**src/rtl/bpsw_pkg.sv**
```systemverilog
package bpsw_pkg;
  typedef enum logic {
    ELEM_MVD   = 1'b0,
    ELEM_COEFF = 1'b1
  } elem_e;
endpackage

```
**src/rtl/bpsw_prefix_scan.sv**
```systemverilog
module bpsw_prefix_scan #(
  parameter int LANES = 3,
  parameter int IDXW  = 6
) (
  input  logic [LANES-1:0] lane_vld,
  input  logic [LANES-1:0] lane_bin,
  input  logic [IDXW-1:0]  base_idx,
  output logic             hit,
  output logic [IDXW-1:0]  term_idx,
  output logic [LANES-1:0] kill
);
  // First valid 0 ends the prefix; later valid lanes are discarded.
  always_comb begin
    hit      = 1'b0;
    term_idx = '0;
    kill     = '0;
    for (int i = 0; i < LANES; i++) begin
      if (lane_vld[i]) begin
        if (hit) begin
          kill[i] = 1'b1;
        end else if (!lane_bin[i]) begin
          hit      = 1'b1;
          term_idx = base_idx + IDXW'(i);
        end
      end
    end
  end
endmodule

```
**src/rtl/bpsw_len_calc.sv**
```systemverilog
module bpsw_len_calc #(
  parameter int IDXW        = 6,
  parameter int CNTW        = 5,
  parameter int MVD_BOUND   = 8,
  parameter int COEFF_BOUND = 13,
  parameter int MVD_EXTRA   = 2
) (
  input  logic            elem,
  input  logic [IDXW-1:0] term_idx,
  output logic [CNTW-1:0] len
);
  localparam int SW = IDXW + 2;
  localparam logic [SW-1:0] MAXC = SW'((1 << CNTW) - 1);

  logic [SW-1:0] total, bound, extra, raw;

  always_comb begin
    total = SW'(term_idx) + SW'(1);
    bound = elem ? SW'(COEFF_BOUND) : SW'(MVD_BOUND);
    extra = elem ? '0 : SW'(MVD_EXTRA);
    if (total <= bound) raw = SW'(1);
    else                raw = total - bound + extra;
    len = (raw > MAXC) ? MAXC[CNTW-1:0] : raw[CNTW-1:0];
  end
endmodule

```
**src/rtl/bpsw_bypass_trim.sv**
```systemverilog
module bpsw_bypass_trim #(
  parameter int LANES = 3,
  parameter int CNTW  = 5
) (
  input  logic [LANES-1:0] lane_vld,
  input  logic [CNTW-1:0]  left,
  output logic [LANES-1:0] kill,
  output logic [CNTW-1:0]  take,
  output logic             last
);
  always_comb begin
    kill = '0;
    take = '0;
    for (int i = 0; i < LANES; i++) begin
      if (lane_vld[i]) begin
        if (CNTW'(i) >= left) kill[i] = 1'b1;
        else                  take    = take + CNTW'(1);
      end
    end
    last = (left != '0) && (take == left);
  end
endmodule

```
**src/rtl/bpsw_ctrl.sv**
```systemverilog
module bpsw_ctrl #(
  parameter int LANES       = 3,
  parameter int IDXW        = 6,
  parameter int CNTW        = 5,
  parameter int MVD_BOUND   = 8,
  parameter int COEFF_BOUND = 13,
  parameter int MVD_EXTRA   = 2
) (
  input  logic             clk,
  input  logic             rst_n,
  input  logic             start,
  input  logic             elem_type,
  input  logic [IDXW-1:0]  in_idx,
  input  logic [LANES-1:0] lane_vld,
  input  logic [LANES-1:0] lane_bin,
  output logic             in_ready,
  output logic             byp_mode,
  output logic [CNTW-1:0]  byp_left,
  output logic [LANES-1:0] kill_mask,
  output logic             elem_done
);
  import bpsw_pkg::*;

  logic             active_q, byp_q;
  logic [CNTW-1:0]  left_q;
  elem_e            elem_q;

  logic [LANES-1:0] vld_g;
  logic             hit;
  logic [IDXW-1:0]  term_idx;
  logic [LANES-1:0] pre_kill, byp_kill;
  logic [CNTW-1:0]  len, take;
  logic             last;

  assign vld_g = lane_vld & {LANES{active_q}};

  bpsw_prefix_scan #(.LANES(LANES), .IDXW(IDXW)) u_scan (
    .lane_vld (vld_g & {LANES{~byp_q}}),
    .lane_bin (lane_bin),
    .base_idx (in_idx),
    .hit      (hit),
    .term_idx (term_idx),
    .kill     (pre_kill)
  );

  bpsw_len_calc #(
    .IDXW(IDXW), .CNTW(CNTW), .MVD_BOUND(MVD_BOUND),
    .COEFF_BOUND(COEFF_BOUND), .MVD_EXTRA(MVD_EXTRA)
  ) u_len (
    .elem     (elem_q == ELEM_COEFF),
    .term_idx (term_idx),
    .len      (len)
  );

  bpsw_bypass_trim #(.LANES(LANES), .CNTW(CNTW)) u_trim (
    .lane_vld (vld_g & {LANES{byp_q}}),
    .left     (left_q),
    .kill     (byp_kill),
    .take     (take),
    .last     (last)
  );

  always_ff @(posedge clk or negedge rst_n) begin
    if (!rst_n) begin
      active_q <= 1'b0;
      byp_q    <= 1'b0;
      left_q   <= '0;
      elem_q   <= ELEM_MVD;
    end else if (!active_q) begin
      if (start) begin
        active_q <= 1'b1;
        byp_q    <= 1'b0;
        left_q   <= '0;
        elem_q   <= elem_e'(elem_type);
      end
    end else if (!byp_q) begin
      if (hit) begin
        byp_q  <= 1'b1;
        left_q <= len;
      end
    end else if (last) begin
      active_q <= 1'b0;
      byp_q    <= 1'b0;
      left_q   <= '0;
    end else begin
      left_q <= left_q - take;
    end
  end

  assign in_ready  = active_q;
  assign byp_mode  = byp_q;
  assign byp_left  = left_q;
  assign kill_mask = byp_q ? byp_kill : pre_kill;
  assign elem_done = active_q & byp_q & last;
endmodule

```
**config.mk**
```make
export PLATFORM = sky130hd
export DESIGN_NAME = bpsw_ctrl
export DESIGN_NICKNAME = d
export VERILOG_FILES = /design/src/rtl/bpsw_pkg.sv /design/src/rtl/bpsw_prefix_scan.sv /design/src/rtl/bpsw_len_calc.sv /design/src/rtl/bpsw_bypass_trim.sv /design/src/rtl/bpsw_ctrl.sv
export SDC_FILE = /design/constraint.sdc
export NUM_CORES = 1
export LEC_CHECK = 0
export ABC_AREA = 1
export CAP_MARGIN = 20
export CORE_AREA = 2 2 72 60
export DETAILED_ROUTE_END_ITERATION = 12
export DIE_AREA = 0 0 74 62
export DONT_BUFFER_PORTS = 1
export PLACE_DENSITY = 0.59
export SKIP_LAST_GASP = 1
export SYNTH_ARGS = -nofsm -noshare
export SYNTH_HDL_FRONTEND = slang
export SYNTH_SLANG_ARGS = --single-unit
```
**constraint.sdc**
```tcl
create_clock -name clk -period 7.2 [get_ports clk]
set_input_delay 1.44 -clock clk [delete_from_list [all_inputs] [get_ports clk]]
set_output_delay 1.44 -clock clk [all_outputs]
set_load 0.01 [all_outputs]
```
==> results of run 1 <==
-- state kept, by name, summed over array words and instances (netlist names) --
| register | flops |
|---|---|
| byp_mode | 1 |
| byp_left | 5 |
| in_ready | 1 |
| elem_q | 1 |
-- area by class of cell --
cell class	count	area, µm²	area share [%]
Sequential cell	8	200	11.3
Multi-Input combinational cell	206	1270	72.0
Tap cell	57	71.3	4.04
Clock buffer	3	41.3	2.34
Inverter	48	183	10.3
-- path summary, 6_finish.rpt --
| path | from | endpoint | slack, ns | depth (start not counted) |
|---|---|---|---|---|
| max | lane_vld[0] | elem_done | 1.99 | 15 |
| min | elem_q | elem_q | 0.61 | 2 |
| max reg2reg | byp_mode | byp_left[2] | 3.29 | 25 |
| min reg2reg | elem_q | elem_q | 0.61 | 2 |
| max in group asynchronous | rst_n | in_ready | 6.22 | 0 |
| min in group asynchronous | rst_n | byp_left[3] | 0.91 | 0 |
-- metal layers --
layer,vias up,GRT usage (%),share of wire [%]
li1,843,-,-
met1,697,24.5,52
met2,34,29.2,44
met3,0,1.45,4.2
met4,0,3.12,0
met5,-,0,0
-- stage by stage --
stage | util [%] | hold WS [ns] | power [W] | instance area [µm²] | cells
after floorplan | - | 0.552 | 0.000570 | 1680 | 266
after global placement | 43.5 | 0.609 | 0.000662 | 1730 | 319
after detailed placement | 43.5 | 0.604 | 0.000666 | 1730 | 319
after CTS | 44.5 | 0.618 | 0.000723 | 1770 | 322
after global routing | 44.5 | 0.665 | 0.000825 | 1770 | 322
final | 44.5 | 0.607 | 0.000722 | 1770 | 322
-- cell families (layout without fill, tap and decap cells) --
group | count (synthesis) | after routing | share of synthesized area, %
buffers and inverters | 52 | 51 | 12.6
xor gates and xnor gates | 8 | 8 | 4.16
AOI/OAI and AO/OA | 29 | 29 | 9.14
DFF | 8 | 8 | 11.9
and+or+nand+nor | 151 | 151 | 47.9
adders and majority gates | 18 | 18 | 14.3
-- power by group through the flow --
| stage | Combinational [W] | Sequential (W) | Clock, W |
|---|---|---|---|
| floorplan | 0.000473 | 0.0000974 | 0 |
| global placement | 0.000532 | 0.000131 | 0 |
| detailed placement | 0.000536 | 0.000130 | 0 |
| CTS | 0.000541 | 0.000130 | 0.0000531 |
| global route | 0.000632 | 0.000136 | 0.0000570 |
| finish | 0.000541 | 0.000129 | 0.0000526 |
-- placed cells by master, fill, tap and decap left out --
master,n
xor2_1,8
clkbuf_8,3
nor3_2,1
nand2_4,6
inv_1,42
nor2_8,1
fa_1,2
nand2_1,75
nand3b_1,1
nor3_1,1
nor2_2,5
nand2_2,8
o21ai_0,8
nand2_8,2
inv_2,5
inv_4,1
or2_1,1
nand3_2,5
and2_4,1
dfrtp_1,8
o31ai_1,2
nand4_1,5
o21bai_1,1
nor2_4,4
a21oi_1,15
a31oi_1,1
nand3_1,15
nor2_1,19
ha_1,16
o21ai_1,2
or2_2,1
-- tightest hold or removal path, delay by kind of cell, from the launching register on --
kind | cells | cell delay, ns
buf+inv | 1 | 0.08
compound gates | 1 | 0.08
flops | 1 | 0.39
==> out/qor.log, run 1 <==
INFO  power          p_sw_share=57.1%
INFO  power          p_clk_share=7.3%
INFO  detailed_routing totalWireLength=3.69mm
INFO  floorplanning  initial_core_util=42.4%
INFO  placed_design  gp_routability_congestion=0.914
INFO  critical_path  critical_path.top_delay_family=simple AND/OR/NAND/NOR gates
INFO  sta            timing_hold_violations_final=0
INFO  detailed_routing vias=1574
INFO  critical_path  critical_path_buf_inv_count=2
INFO  floorplanning  x_dimension_of_the_die=74µm
INFO  synthesis      syn_nets=300
INFO  sta            setup_viols_final=0
INFO  power          power.combinational.fraction=74.9%
INFO  grt            grt_max_degree=19
INFO  floorplanning  floorplan.core_area=3970µm²
INFO  floorplanning  io_pins=27
INFO  power          max-vdd-ir-drop=0.159mV
INFO  critical_path  timing.critical_path.fanout_max=4
INFO  grt            grt_use_total=17.3%
INFO  synthesis      seq_area_frac_synth=11.9%
INFO  layout         post_route_cells_drive_above_1_share=16.2%
INFO  power          static-leakage-power=0.975nW
INFO  sta            final.period_utilization=72.4%
INFO  power          powerDensity=409nW/µm²
INFO  critical_path  worst_path_cell_trace=nand2_4, inv_4, nand3_1, inv_1, ha_1, nor2_1, a21oi_1, ha_1, or2_2, o21ai_0, ha_1, nand2_1, nor2_1, nand4_1, nor2_1
INFO  sta            max_freq=0.192GHz
INFO  synthesis      count_of_flip_flops_with_a_built_in_enable_after_synthesis=0
INFO  synthesis      synth_warnings=0
INFO  placed_design  hpwlAfterDp=3.08mm
INFO  synthesis      synth.avg_cell_area=6.33µm²
INFO  sta            drv_slew=0
INFO  synthesis      synthMostInstantiatedCell=nand2_1
INFO  clocking       postCtsResizedCells=0
INFO  synthesis      synth_cell_types=32
INFO  synthesis      synth.area.top_cells=nand2_1 (17%), dfrtp_1 (12%), ha_1 (12%)
INFO  sta            finalSetupTns=0ns
INFO  job            reported_max_cap_violation_count=0
INFO  synthesis      synth.top_cells.by_count=nand2_1 (75), inv_1 (42), nor2_1 (19)
INFO  critical_path  data_required_time_of_the_critical_path=5.76ns
INFO  outcome        outcome=complete, no violations
INFO  detailed_routing drt_first_iter_violations=96
INFO  clocking       worstSkewPairLatency=0.22ns
INFO  critical_path  worstSetupStartpointType=input port
INFO  detailed_routing vias_per_cell=4.89
INFO  clocking       h-tree-depth=1
INFO  floorplanning  floorplan.rows=21
INFO  grt            global_route_wire_length_before_repair=6.27mm
INFO  placed_design  pre_cts_slack=2.08ns
INFO  synthesis      synthCells=266
INFO  synthesis      number_of_storage_elements_in_the_synthesis_netlist=8
INFO  synthesis      async_flop_share=100%
INFO  detailed_routing final_antenna_net_count=0
INFO  floorplanning  die-area=4590µm²
INFO  floorplanning  dieHeight=62µm
INFO  sta            worst_slack=1.99ns
INFO  clocking       tritoncts=built
INFO  clocking       tritoncts_num_sinks=8
INFO  detailed_routing first_pass_drt_iterations=4
INFO  layout         fillers=444
INFO  placed_design  placement.io_buffers=0
INFO  synthesis      synth_largest_type_area_fraction=16.7%
INFO  sta            rsz0062_at_grt=no
INFO  sta            final.min_clock_period=5.21ns
INFO  critical_path  timing.critical_path.slowest_cell_delay=0.30ns
INFO  sta            fin_worst_skew=0.000975ns
INFO  clocking       cts_hold_repair.buffers=0
INFO  critical_path  endpoint_kind_of_the_worst_setup_timing_path=primary output
INFO  critical_path  worstPathArrival=3.77ns
INFO  synthesis      mappedNetlistArea=1680µm²
INFO  detailed_routing drt-wirelength-per-cell=11.5µm
INFO  power          power.net_switching=0.000412W
INFO  sta            maxSlewHeadroom=48.5%
INFO  clocking       cts.path.max_buffers=2
INFO  grt            grt_overflow=0
INFO  layout         final_net_count=301
INFO  critical_path  setup.worst_path.class=in -> out
INFO  synthesis      yosys.area.top_type=nand2_1
INFO  clocking       cts_made_buffers=3
INFO  power          p_int=0.000310W
INFO  critical_path  critical-path-slowest-cell=ha_1
INFO  clocking       clock-root-buffer=clkbuf_8
INFO  layout         antenna_cells=0
INFO  clocking       postCtsSetupBuffers=0
INFO  clocking       path_clk_slew=0.04ns
INFO  power          sequentialPowerShare=17.8%
INFO  min_path       hold_path.class=reg -> reg
INFO  grt            via_count_of_the_first_global_routing_pass=1459
INFO  grt            antenna_found_initial=0
INFO  sta            transition_time_of_the_tightest_slew_check_pin=0.772ns
INFO  synthesis      ys.flop_type=dfrtp_1
INFO  layout         synthToLayoutAreaGrowth=4.90%
INFO  detailed_routing route.detailed.drc=0
No activity file was read; power rests on OpenSTA's default activity.
==> inputs of run 2 (changes only) <==
==> constraint.sdc (replaced) <==
create_clock -name clk -period 5.2 [get_ports clk]
set_input_delay 1.04 -clock clk [delete_from_list [all_inputs] [get_ports clk]]
set_output_delay 1.04 -clock clk [all_outputs]
set_load 0.01 [all_outputs]
==> out/qor.log, run 2 (synthesized netlist as in run 1, its figures left out) <==
INFO  placed_design  hpwlAfterDp=3.03mm
INFO  floorplanning  floorplan.core_area=3970µm²
INFO  sta            final.min_clock_period=4.40ns
INFO  clocking       cts_made_buffers=3
INFO  clocking       postCtsResizedCells=0
INFO  power          p_int=0.000427W
INFO  grt            via_count_of_the_first_global_routing_pass=1431
INFO  detailed_routing totalWireLength=3.56mm
INFO  clocking       path_clk_slew=0.04ns
INFO  sta            maxSlewHeadroom=45.6%
INFO  detailed_routing route.detailed.drc=0
INFO  detailed_routing first_pass_drt_iterations=4
INFO  placed_design  detailed_place.area=1730µm²
INFO  grt            grt_use_total=16.9%
INFO  floorplanning  io_pins=27
INFO  layout         final_cell_area=1770µm²
INFO  sta            transition_time_of_the_tightest_slew_check_pin=0.817ns
INFO  sta            timing_hold_violations_final=0
INFO  critical_path  endpoint_kind_of_the_worst_setup_timing_path=primary output
INFO  sta            finalSetupTns=0ns
INFO  power          p_clk_share=7.4%
INFO  critical_path  data_required_time_of_the_critical_path=4.16ns
INFO  power          powerDensity=558nW/µm²
INFO  detailed_routing vias=1556
INFO  sta            drv_slew=0
INFO  layout         layout.core_utilization=44.5%
INFO  clocking       h-tree-depth=1
INFO  power          p_sw_share=56.7%
INFO  detailed_routing drt_first_iter_violations=58
INFO  layout         final_net_count=301
INFO  critical_path  timing.critical_path.slowest_cell_delay=0.46ns
INFO  detailed_routing vias_per_cell=4.83
INFO  job            reported_max_cap_violation_count=0
INFO  clocking       cts_hold_repair.buffers=0
INFO  sta            rsz0062_at_grt=no
INFO  sta            final.period_utilization=84.7%
INFO  sta            fin_worst_skew=0.00325ns
INFO  floorplanning  die-area=4590µm²
INFO  clocking       worstSkewPairLatency=0.23ns
INFO  critical_path  worstSetupStartpointType=flip-flop
INFO  layout         layout.cells.most_common=nand2_1
INFO  grt            global_route_wire_length_before_repair=6.17mm
INFO  floorplanning  dieHeight=62µm
INFO  critical_path  timing.critical_path.mode_cell=nor2_1
INFO  layout         largest_register_ffs=5
INFO  floorplanning  initial_core_util=42.4%
INFO  clocking       postCtsSetupBuffers=0
INFO  power          sequentialPowerShare=17.9%
INFO  grt            grt_max_degree=19
INFO  placed_design  placement.io_buffers=0
INFO  layout         antenna_cells=0
INFO  outcome        outcome=complete, no violations
INFO  detailed_routing final_antenna_net_count=0
INFO  clocking       clock-root-buffer=clkbuf_8
INFO  floorplanning  floorplan.rows=21
INFO  clocking       cts.path.max_buffers=2
INFO  power          max-vdd-ir-drop=0.186mV
INFO  placed_design  gp_routability_congestion=0.918
INFO  sta            max_freq=0.227GHz
INFO  floorplanning  x_dimension_of_the_die=74µm
INFO  grt            grt_overflow=0
INFO  sta            setup_viols_final=0
INFO  power          power.net_switching=0.000559W
INFO  critical_path  worstPathArrival=3.36ns
INFO  detailed_routing drt-wirelength-per-cell=11.1µm
INFO  critical_path  setup.worst_path.class=reg -> out
INFO  clocking       tritoncts_num_sinks=8
INFO  power          power.combinational.fraction=74.7%
INFO  layout         synthToLayoutAreaGrowth=4.90%
INFO  layout         post_route_cells_drive_above_1_share=16.2%
INFO  power          finalPower=0.000986W
INFO  clocking       tritoncts=built
INFO  layout         layout.cells.most_common_list=nand2_1 (75), inv_1 (42), nor2_1 (19)
INFO  min_path       hold_path.class=in -> async
INFO  power          static-leakage-power=0.975nW
INFO  critical_path  worst_path_cell_trace=nor2_1, inv_1, nor2_1, nand2_1, nor2_1, inv_1, nand3_1, inv_1, ha_1, nor2_1, a21oi_1, ha_1, or2_2, o21ai_0, ha_1, nand2_1, nor2_1, nand4_1, nor2_1
INFO  grt            antenna_found_initial=0
INFO  critical_path  critical-path-slowest-cell=dfrtp_1
INFO  critical_path  timing.critical_path.fanout_max=5
## run 2: cell counts in the layout (fill, tap and decap cells not counted)
No cell type changed its count.
## run 2: layer usage
metal,track usage (%),share of wire [%],up-vias
met2,28.3,44,22
met5,0,0,-
met3,2.10,3.3,0
li1,-,-,840
met4,1.30,0,0
met1,24.3,53,694
## run 2: final timing paths
check,from,to,slack [ns],cells after the start
setup / recovery,byp_left[3],elem_done,0.80,19
hold / removal,rst_n,in_ready,0.51,0
setup reg to reg,byp_mode,byp_left[1],1.29,25
hold reg to reg,byp_left[1],byp_left[1],0.60,2
max in group asynchronous,rst_n,byp_left[1],4.62,0
min in group clk,byp_left[1],byp_left[1],0.60,2
## run 2: worst max-delay path, delay by kind of cell, from the launching register on
kind                     cells  cell delay (ns)
AO/OA/AOI/OAI                2             0.32
adder cells (fa/ha/maj)      3             0.71
buffers and inverters        3             0.19
flip-flops                   1             0.46
AND/OR/NAND/NOR             11             1.45
## run 2: cell type report
type	instances	area [µm²]
clock buffers	3	41.3
fillers	421	2200
well taps	57	71.3
multi-input cells	206	1270
inverters	48	183
flip-flops and latches	8	200
## run 2: power by group through the flow
stage / clock network, W / logic [W] / registers, W
2_1_floorplan: 0 / 0.000655 / 0.000135
3_3_place_gp: 0 / 0.000734 / 0.000178
3_5_place_dp: 0 / 0.000738 / 0.000178
4_1_cts: 0.0000755 / 0.000743 / 0.000178
5_1_grt: 0.0000800 / 0.000864 / 0.000184
6_report: 0.0000733 / 0.000737 / 0.000176
## run 2: stage by stage
| stage | hold WS, ns | setup WS (ns) | instances |
|---|---|---|---|
| finish | 0.507 | 0.796 | 322 |
| global route | 0.495 | 0.456 | 322 |
| CTS | 0.503 | 0.792 | 322 |
| detailed placement | 0.596 | 0.907 | 319 |
| global placement | 0.601 | 1.01 | 319 |
| floorplan | 0.552 | 1.17 | 266 |
==> inputs of run 3 (changes only) <==
--- a/config.mk
+++ b/config.mk
@@ -11,7 +11,7 @@
 export DETAILED_ROUTE_END_ITERATION = 12
 export DIE_AREA = 0 0 74 62
 export DONT_BUFFER_PORTS = 1
-export PLACE_DENSITY = 0.59
+export PLACE_DENSITY = 0.61
 export SKIP_LAST_GASP = 1
 export SYNTH_ARGS = -nofsm -noshare
 export SYNTH_HDL_FRONTEND = slang
==> constraint.sdc (replaced) <==
create_clock -name clk -period 3.5 [get_ports clk]
set_input_delay 0.7 -clock clk [delete_from_list [all_inputs] [get_ports clk]]
set_output_delay 0.7 -clock clk [all_outputs]
set_load 0.01 [all_outputs]
==> out/qor.log, run 3 (synthesized netlist as in run 1, its figures left out) <==
INFO  layout         post_route_cells_drive_above_1_share=32.6%
INFO  grt            grt_use_total=19.8%
INFO  power          power.net_switching=0.000960W
INFO  layout         final_net_count=337
INFO  clocking       h-tree-depth=1
INFO  grt            grt_max_degree=12
INFO  critical_path  setup.worst_path.class=reg -> out
INFO  power          powerDensity=887nW/µm²
INFO  grt            globalRouteMet3Util=1.61%
INFO  layout         layout.cells.most_common_list=nand2_1 (73), inv_1 (41), buf_4 (35)
INFO  critical_path  timing.critical_path.fanout_max=2
INFO  layout         fillers=399
INFO  power          p_int=0.000931W
INFO  layout         layout.core_utilization=53.7%
INFO  clocking       cts_made_buffers=3
INFO  critical_path  worst_path_cell_trace=nor2_1, inv_1, nor2_2, nand2_1, nor2_1, inv_1, nand3_2, inv_2, ha_4, nor2_2, a21oi_2, ha_1, or2_4, o21ai_2, ha_1, nand2_1, nor2_1, nand4_1, nor2_2
INFO  critical_path  endpoint_of_the_most_critical_register_to_register_path=byp_left[4]
INFO  sta            maxSlewHeadroom=69.8%
INFO  clocking       tritoncts_num_sinks=8
INFO  clocking       worstSkewPairLatency=0.23ns
INFO  detailed_routing final_antenna_net_count=0
INFO  layout         synthToLayoutAreaGrowth=26.6%
INFO  power          p_clk_share=5.8%
INFO  sta            transition_time_of_the_tightest_slew_check_pin=0.449ns
INFO  critical_path  setup.reg_to_reg.worst_slack=0.26ns
INFO  min_path       hold_path.class=in -> async
INFO  floorplanning  die-area=4590µm²
INFO  power          sequentialPowerShare=10.3%
INFO  grt            grt_use_met2=35.7%
INFO  layout         largest_register_ffs=5
INFO  sta            fin_worst_skew=0.000931ns
INFO  power          max-vdd-ir-drop=0.369mV
INFO  sta            max_freq=0.282GHz
INFO  power          p_sw_share=50.8%
INFO  critical_path  critical-path-slowest-cell=dfrtp_1
INFO  job            reported_max_cap_violation_count=0
INFO  floorplanning  x_dimension_of_the_die=74µm
INFO  sta            drv_slew=0
INFO  layout         layout.cells.most_common=nand2_1
INFO  detailed_routing totalWireLength=4.24mm
INFO  critical_path  critical_path_buf_inv_count=3
INFO  clocking       cts.path.max_buffers=2
INFO  outcome        outcome=finished with violations
INFO  clocking       tritoncts=built
INFO  critical_path  endpoint_kind_of_the_worst_setup_timing_path=primary output
INFO  detailed_routing vias=1697
INFO  critical_path  critical_path.top_delay_family=simple AND/OR/NAND/NOR gates
INFO  sta            worst_slack=-0.0454ns
INFO  critical_path  worstSetupStartpointType=flip-flop
INFO  grt            antenna_found_initial=0
INFO  floorplanning  initial_core_util=42.4%
INFO  grt            global_route_wire_length_before_repair=7.00mm
INFO  critical_path  timing.critical_path.slowest_cell_delay=0.37ns
INFO  floorplanning  floorplan.rows=21
INFO  critical_path  worstPathArrival=2.85ns
INFO  power          power.combinational.fraction=83.9%
INFO  power          static-leakage-power=1.15nW
INFO  floorplanning  dieHeight=62µm
INFO  placed_design  gp_routability_congestion=0.805
INFO  clocking       clock-root-buffer=clkbuf_8
INFO  grt            globalRouteMet1Util=25.0%
INFO  critical_path  reg2regPathDepth=26
INFO  detailed_routing drt_first_iter_violations=78
INFO  clocking       cts_hold_repair.buffers=0
INFO  detailed_routing vias_per_cell=4.74
INFO  sta            rsz0062_at_grt=yes
INFO  grt            via_count_of_the_first_global_routing_pass=1694
INFO  detailed_routing drt-wirelength-per-cell=11.8µm
INFO  sta            timing_hold_violations_final=0
INFO  layout         antenna_cells=0
INFO  detailed_routing first_pass_drt_iterations=4
INFO  outcome        violations_in_the_final_reports=setup timing
INFO  critical_path  critical_path.reg2reg.startpoint=byp_mode
INFO  grt            grt_overflow=0
INFO  critical_path  data_required_time_of_the_critical_path=2.80ns
INFO  power          finalPower=0.00189W
INFO  placed_design  hpwlAfterDp=3.13mm
INFO  floorplanning  floorplan.core_area=3970µm²
INFO  sta            final.min_clock_period=3.55ns
INFO  placed_design  placement.io_buffers=0
INFO  sta            finalSetupTns=-0.0454ns
INFO  sta            setup_viols_final=1
INFO  grt            grt_most_used_layer=met2
INFO  clocking       path_clk_slew=0.04ns
INFO  floorplanning  io_pins=27
INFO  detailed_routing route.detailed.drc=0
INFO  sta            final.period_utilization=101%
INFO  placed_design  pre_cts_slack=-0.0783ns
==> run 3: cell count changes in the layout (fill, tap and decap cells not counted), sizes merged <==
cell	delta
buf	+36
==> run 3: what timing repair did <==
| item | 4_1_cts | 5_1_grt |
|---|---|---|
| setup buffers | 15 | 5 |
| gates cloned | 0 | 0 |
| gates resized for setup | 7 | 15 |
| endpoints found under the setup margin | 1 | 7 |
| pin swaps | 11 | 11 |
==> run 3: power by group through the flow <==
stage	Sequential, W	Clock, W	Combinational, W
2_1_floorplan	0.000200	0	0.000973
3_3_place_gp	0.000195	0	0.00133
3_5_place_dp	0.000192	0	0.00134
4_1_cts	0.000194	0.000113	0.00146
5_1_grt	0.000203	0.000115	0.00180
6_report	0.000195	0.000110	0.00159
==> run 3: area by class of cell <==
cell class	count	area (µm²)	area share, %
Multi-Input combinational cell	206	1350	63.4
Clock buffer	3	41.3	1.94
Tap cell	57	71.3	3.35
Timing Repair Buffer	36	283	13.3
Inverter	48	183	8.57
Sequential cell	8	203	9.51
==> run 3: worst max path at each step <==
stage	cells after the start	slack [ns]	endpoint	startpoint
after floorplan	19	0.06	elem_done	byp_left[3]
after global placement	26	-0.07	byp_left[4]	lane_vld[0]
after detailed placement	26	-0.08	byp_left[4]	lane_vld[0]
after CTS	19	-0.05	elem_done	byp_left[4]
after global routing	19	-0.30	elem_done	byp_left[3]
final	19	-0.05	elem_done	byp_left[3]
==> run 3: layer usage <==
metal / share of wire, % / vias to the layer above / wire [µm]
met5: 0 / - / 0
met4: 2.3 / 0 / 98
met3: 3.4 / 11 / 142
met2: 47 / 30 / 2000
li1: - / 911 / -
met1: 47 / 745 / 1990
==> run 3: per-stage QoR <==
| step | cells | area (µm²) | hold slack [ns] |
|---|---|---|---|
| floorplan | 266 | 1680 | 0.404 |
| CTS | 356 | 2040 | 0.163 |
| global placement | 338 | 1870 | 0.405 |
| finish | 358 | 2130 | 0.166 |
| global route | 358 | 2130 | 0.162 |
| detailed placement | 338 | 1870 | 0.405 |
